$ cat src/rtl/lp_pkg.sv
package lp_pkg;
    // Direction of the word on the bus in a given clock.
    typedef enum logic {
        DIR_IN  = 1'b0,
        DIR_OUT = 1'b1
    } lp_dir_e;
endpackage

$ cat src/rtl/lp_dir_decode.sv
module lp_dir_decode
    import lp_pkg::*;
(
    input  logic    addr_phase_i,
    input  logic    irdy_i,
    input  logic    trdy_i,
    input  logic    is_master_i,
    input  logic    is_read_i,
    output logic    qual_o,
    output lp_dir_e dir_o
);
    always_comb begin
        qual_o = addr_phase_i | (irdy_i & trdy_i);
        if (addr_phase_i) begin
            // the master always owns the bus during the address
            dir_o = is_master_i ? DIR_OUT : DIR_IN;
        end else begin
            // master-write and target-read leave, the other two arrive
            dir_o = (is_master_i ^ is_read_i) ? DIR_OUT : DIR_IN;
        end
    end
endmodule

$ cat src/rtl/lp_lane_parity.sv
module lp_lane_parity #(
    parameter  int DATA_W = 32,
    parameter  int LANE_W = 8,
    localparam int LANES  = DATA_W / LANE_W
) (
    input  logic [DATA_W-1:0] data_i,
    output logic [LANES-1:0]  par_o
);
    for (genvar g = 0; g < LANES; g++) begin : g_lane
        assign par_o[g] = ^data_i[g*LANE_W +: LANE_W];
    end
endmodule

$ cat src/rtl/lp_err_accum.sv
module lp_err_accum #(
    parameter int LANES = 4
) (
    input  logic             clk,
    input  logic             rst_n,
    input  logic             check_i,
    input  logic [LANES-1:0] lane_mis_i,
    input  logic             par_mis_i,
    input  logic             clr_i,
    output logic [LANES-1:0] lane_err_o,
    output logic             par_err_o
);
    typedef struct packed {
        logic [LANES-1:0] lane;
        logic             par;
    } err_t;

    err_t err_d, err_q;

    always_comb begin
        err_d = err_q;
        if (clr_i) begin
            err_d = '0;
        end
        // a fresh mismatch is merged after the clear so it is never lost
        if (check_i) begin
            err_d.lane = err_d.lane | lane_mis_i;
            err_d.par  = err_d.par | par_mis_i;
        end
    end

    always_ff @(posedge clk or negedge rst_n) begin
        if (!rst_n) begin
            err_q <= '0;
        end else begin
            err_q <= err_d;
        end
    end

    assign lane_err_o = err_q.lane;
    assign par_err_o  = err_q.par;
endmodule

$ cat src/rtl/lane_parity_unit.sv
module lane_parity_unit
    import lp_pkg::*;
#(
    parameter  int DATA_W = 32,
    parameter  int LANE_W = 8,
    localparam int LANES  = DATA_W / LANE_W
) (
    input  logic              clk,
    input  logic              rst_n,
    input  logic [DATA_W-1:0] ad_i,
    input  logic [LANES-1:0]  cbe_i,
    input  logic              addr_phase_i,
    input  logic              irdy_i,
    input  logic              trdy_i,
    input  logic              is_master_i,
    input  logic              is_read_i,
    input  logic              par_i,
    input  logic [LANES-1:0]  bpar_i,
    input  logic              err_clr_i,
    output logic              par_o,
    output logic [LANES-1:0]  bpar_o,
    output logic              par_oe_o,
    output logic [LANES-1:0]  lane_err_o,
    output logic              par_err_o
);
    // The captured phase: whether it was a phase, its direction, and both parities.
    typedef struct packed {
        logic             vld;
        lp_dir_e          dir;
        logic             par;
        logic [LANES-1:0] bpar;
    } cap_t;

    cap_t             cap_d, cap_q;
    logic             qual;
    lp_dir_e          dir_now;
    logic [LANES-1:0] bpar_calc;
    logic             turn;
    logic             drive;
    logic             check;
    logic [LANES-1:0] lane_mis;
    logic             par_mis;

    lp_dir_decode u_dir (
        .addr_phase_i (addr_phase_i),
        .irdy_i       (irdy_i),
        .trdy_i       (trdy_i),
        .is_master_i  (is_master_i),
        .is_read_i    (is_read_i),
        .qual_o       (qual),
        .dir_o        (dir_now)
    );

    lp_lane_parity #(
        .DATA_W (DATA_W),
        .LANE_W (LANE_W)
    ) u_lanes (
        .data_i (ad_i),
        .par_o  (bpar_calc)
    );

    always_comb begin
        cap_d.vld  = qual;
        cap_d.dir  = dir_now;
        cap_d.bpar = bpar_calc;
        // the word parity is the lane parities folded together, plus the byte enables
        cap_d.par  = (^bpar_calc) ^ (^cbe_i);
    end

    always_ff @(posedge clk or negedge rst_n) begin
        if (!rst_n) begin
            cap_q <= '0;
        end else begin
            cap_q <= cap_d;
        end
    end

    always_comb begin
        turn     = cap_q.vld && (cap_q.dir != dir_now);
        drive    = cap_q.vld && (cap_q.dir == DIR_OUT) && !turn;
        check    = cap_q.vld && (cap_q.dir == DIR_IN) && !turn;
        lane_mis = bpar_i ^ cap_q.bpar;
        par_mis  = par_i ^ cap_q.par;
        par_oe_o = drive;
        par_o    = drive ? cap_q.par : 1'b0;
        bpar_o   = drive ? cap_q.bpar : '0;
    end

    lp_err_accum #(
        .LANES (LANES)
    ) u_err (
        .clk        (clk),
        .rst_n      (rst_n),
        .check_i    (check),
        .lane_mis_i (lane_mis),
        .par_mis_i  (par_mis),
        .clr_i      (err_clr_i),
        .lane_err_o (lane_err_o),
        .par_err_o  (par_err_o)
    );
endmodule

$ cat config.mk
export PLATFORM = sky130hd
export DESIGN_NAME = lane_parity_unit
export DESIGN_NICKNAME = d
export VERILOG_FILES = /design/src/rtl/lp_pkg.sv /design/src/rtl/lp_dir_decode.sv /design/src/rtl/lp_lane_parity.sv /design/src/rtl/lp_err_accum.sv /design/src/rtl/lane_parity_unit.sv
export SDC_FILE = /design/constraint.sdc
export NUM_CORES = 1
export LEC_CHECK = 0
export ABC_AREA = 1
export BUFFER_PORTS_ARGS = -buffer_cell sky130_fd_sc_hd__buf_2
export CAP_MARGIN = 20
export CORE_ASPECT_RATIO = 2
export CORE_MARGIN = 10
export CORE_UTILIZATION = 35
export DETAILED_ROUTE_END_ITERATION = 16
export HOLD_SLACK_MARGIN = 0.06
export SYNTH_ARGS = -nofsm -noshare
export SYNTH_HDL_FRONTEND = slang
export SYNTH_SLANG_ARGS = --single-unit
$ cat constraint.sdc
create_clock -name clk -period 1.1 [get_ports clk]
set_input_delay 0.11 -clock clk [delete_from_list [all_inputs] [get_ports clk]]
set_output_delay 0.11 -clock clk [all_outputs]
set_load 0.01 [all_outputs]
==> results.py <==
metrics = {
    "pwr": {
        "pwr-share-comb_pct": 40.8,
        "p_int_uw": 1150,
        "switching_share_pct": 33.4,
        "peakVddDrop_uv": 385,
        "p_leak_uw": 0.00113,
        "power_density_mw_per_mm2": 989,
        "p_clk_share_pct": 27.5,
        "p_seq_share_pct": 31.7,
        "switchingPower_uw": 578,
    },
    "setup_path": {
        "rrSetupSlack_ps": 150,
        "cp_slowest_cell": "dfrtp_1",
        "crit_family": "flip-flops",
        "cp_data_arrival_time_ps": 990,
        "crit_required_ps": 990,
        "cp-end-kind": "output port",
        "critPathKind": "flop to output port",
        "path_buf_inv": 1,
        "cp-start-kind": "flop",
        "critPathMaxStageDelay_ps": 380,
        "critPathMaxFanout": 6,
        "cp_cell_sequence": "nand3_4 > nor2_1 > buf_2",
    },
    "logic_synthesis": {
        "ys_ff_latch": 12,
        "yosys_warnings": 0,
        "syn_area_mm2": 0.00125,
        "syn_inst": 226,
        "syn_avg_cell_area_um2": 5.55,
        "syn_nets": 275,
        "seq_area_frac_synth_pct": 24.0,
        "synth_cell_types": 16,
    },
    "sta": {
        "fmax_mhz": 912,
        "min_period_over_period_pct": 99.7,
        "layout_min_cycle_time_ps": 1100,
        "setup_viol": 0,
        "finalHoldViolCount": 0,
        "worst_pin_slew_ps": 254,
        "setup_ws_ps": 3.84,
        "fin_skew_ps": 1.48,
        "grt_setup_unrepaired": "yes",
        "maxSlewViolCount": 0,
        "slew_headroom_pct": 83.1,
    },
    "grt": {
        "grt_max_degree": 13,
        "grt_pass1_vias": 1442,
        "grt_pass1_wl_um": 5420,
        "antenna_found_initial": 0,
        "grt_usage_pct": 9.57,
        "overflow": 0,
    },
    "clock_tree": {
        "root_buffer": "clkbuf_8",
        "h-tree-depth": 1,
        "cts_tree": "built",
        "clock_sinks": 12,
        "clkTransAtPathRegs_ps": 50,
        "clk_path_buf_depth": 2,
        "numCtsBuffers": 3,
        "clk_latency_ps": 250,
    },
    "flow_run": {
        "maxCapViolations": 0,
    },
    "outcome": {
        "status": "finished clean",
    },
    "drt": {
        "totalWireLength_um": 3000,
        "vias": 1449,
        "viasPerCell": 4.21,
        "drtIter0Drc": 14,
        "drt_pass1_iterations": 4,
        "drc": 0,
        "ant_nets": 0,
        "wire_per_inst_um": 8.71,
    },
    "place": {
        "placed_cells": 336,
        "io_buffers": 59,
        "place_ws_ps": -130,
        "place.gp.congestion": 0.680,
        "dpl.hpwl_um": 2800,
    },
    "floorplan": {
        "die-area_mm2": 0.00652,
        "ios": 60,
        "fp-row-count": 30,
        "die_h_um": 105,
        "die_w_um": 62.3,
        "start_util_pct": 36.7,
        "core_region_area_mm2": 0.00342,
    },
    "cells_and_area": {
        "antenna_cells": 0,
        "seq_area_um2": 300,
        "fin_cells": 344,
        "nets": 346,
        "finish.utilization_pct": 51.3,
        "num-fill-cells": 387,
        "area_growth_pct": 39.7,
        "layout-drive-gt1-share_pct": 32.4,
        "multi_input_area_um2": 812,
    },
    "min_path": {
        "worstHoldPathType": "input port to flop",
    },
}
==> power groups by stage <==
stage,registers (µW),clock network (µW),logic [µW]
2_1_floorplan,563,0,427
3_3_place_gp,553,0,687
3_5_place_dp,555,0,694
4_1_cts,550,495,707
5_1_grt,557,518,822
6_report,549,476,707
==> area by class of cell <==
cell class / count / share of cell area, %
well taps: 48 / 3.43
inverters: 45 / 9.64
flip-flops and latches: 12 / 17.1
repair buffers: 66 / 20.3
multi-input cells: 169 / 46.4
clock buffers: 4 / 3.14
==> cell usage after synthesis <==
library cell / n / share of area (%)
a21o_1: 1 / 0.60
clkinv_1: 1 / 0.30
dfrtp_1: 12 / 24
inv_1: 34 / 10
inv_2: 10 / 3.0
nand2_1: 124 / 37
nand2_2: 8 / 4.0
nand3_1: 6 / 2.4
nand3b_1: 2 / 1.2
nor2_1: 8 / 2.4
nor2_2: 1 / 0.50
o22ai_1: 5 / 2.5
xnor2_1: 9 / 6.3
xnor2_2: 1 / 1.3
xor2_1: 3 / 2.1
xor2_4: 1 / 2.2
==> kinds of logic after synthesis <==
group,synth area share [%]
AO/OA/AOI/OAI,3.09
buffers and inverters,13.5
flip-flops,24.0
AND/OR/NAND/NOR,47.6
XOR/XNOR,11.9
==> worst paths after layout <==
kind                                            endpoint  depth (start not counted)                       from
max                                            bpar_o[2]                          3         cap_q[6]$_DFF_PN0_
min                                   cap_q[6]$_DFF_PN0_                          3               addr_phase_i
max reg2reg                u_err.lane_err_o[1]$_DFF_PN0_                          3         cap_q[6]$_DFF_PN0_
min reg2reg                    u_err.par_err_o$_DFF_PN0_                          2  u_err.par_err_o$_DFF_PN0_
max in group asynchronous  u_err.lane_err_o[1]$_DFF_PN0_                          2                      rst_n
min in group asynchronous             cap_q[2]$_DFF_PN0_                          2                      rst_n
==> layout by cell type, fill, tap and decap left out <==
cell             n
dfrtp_1         12
nand2_1        121
inv_2           11
dlygate4sd3_1    3
xnor2_1          9
buf_4            4
nand3b_1         2
a21o_1           1
inv_1           33
xor2_1           3
nor2_2           4
nand3_4          1
buf_2           59
nand2_2         11
xnor2_2          1
o22ai_1          5
nor2_1           5
xor2_4           1
nand3_1          5
clkbuf_8         4
clkinv_1         1
==> worst min-delay path: stages <==
cell	delay (ps)
buf_2	80
inv_2	40
nand2_1	50
==> per-layer routing <==
metal	track usage [%]	vias to the layer above	share of wire, %
li1	-	796	-
met1	7.80	610	33
met2	19.3	38	57
met3	3.21	5	7.8
met4	4.34	0	1.9
met5	0	-	0
==> sequential cells by signal, summed over array words and instances (netlist names) <==
name / cells
u_err.par_err_o: 1
cap_q: 7
u_err.lane_err_o: 4
==> through the flow <==
| stage | setup TNS (ps) | cell area, µm² | hold slack (ps) | total power (µW) |
|---|---|---|---|---|
| 2_1_floorplan | 0 | 1250 | -186 | 990 |
| 3_3_place_gp | -104 | 1630 | 0.255 | 1240 |
| 3_5_place_dp | -130 | 1630 | -2.23 | 1250 |
| 4_1_cts | 0 | 1730 | 66.9 | 1750 |
| 5_1_grt | -382 | 1750 | 85.7 | 1900 |
| 6_report | 0 | 1750 | 72.3 | 1730 |
==> timing repair <==
action / CTS / global route
endpoints found under the hold margin: 13 / 0
endpoints found under the setup margin: 6 / 7
pin swaps: 0 / 4
hold buffers: 3 / 0
buffers inserted: 0 / 1
cloned: 0 / 0
resized for setup: 2 / 7
(Power assumes the default switching activity.)
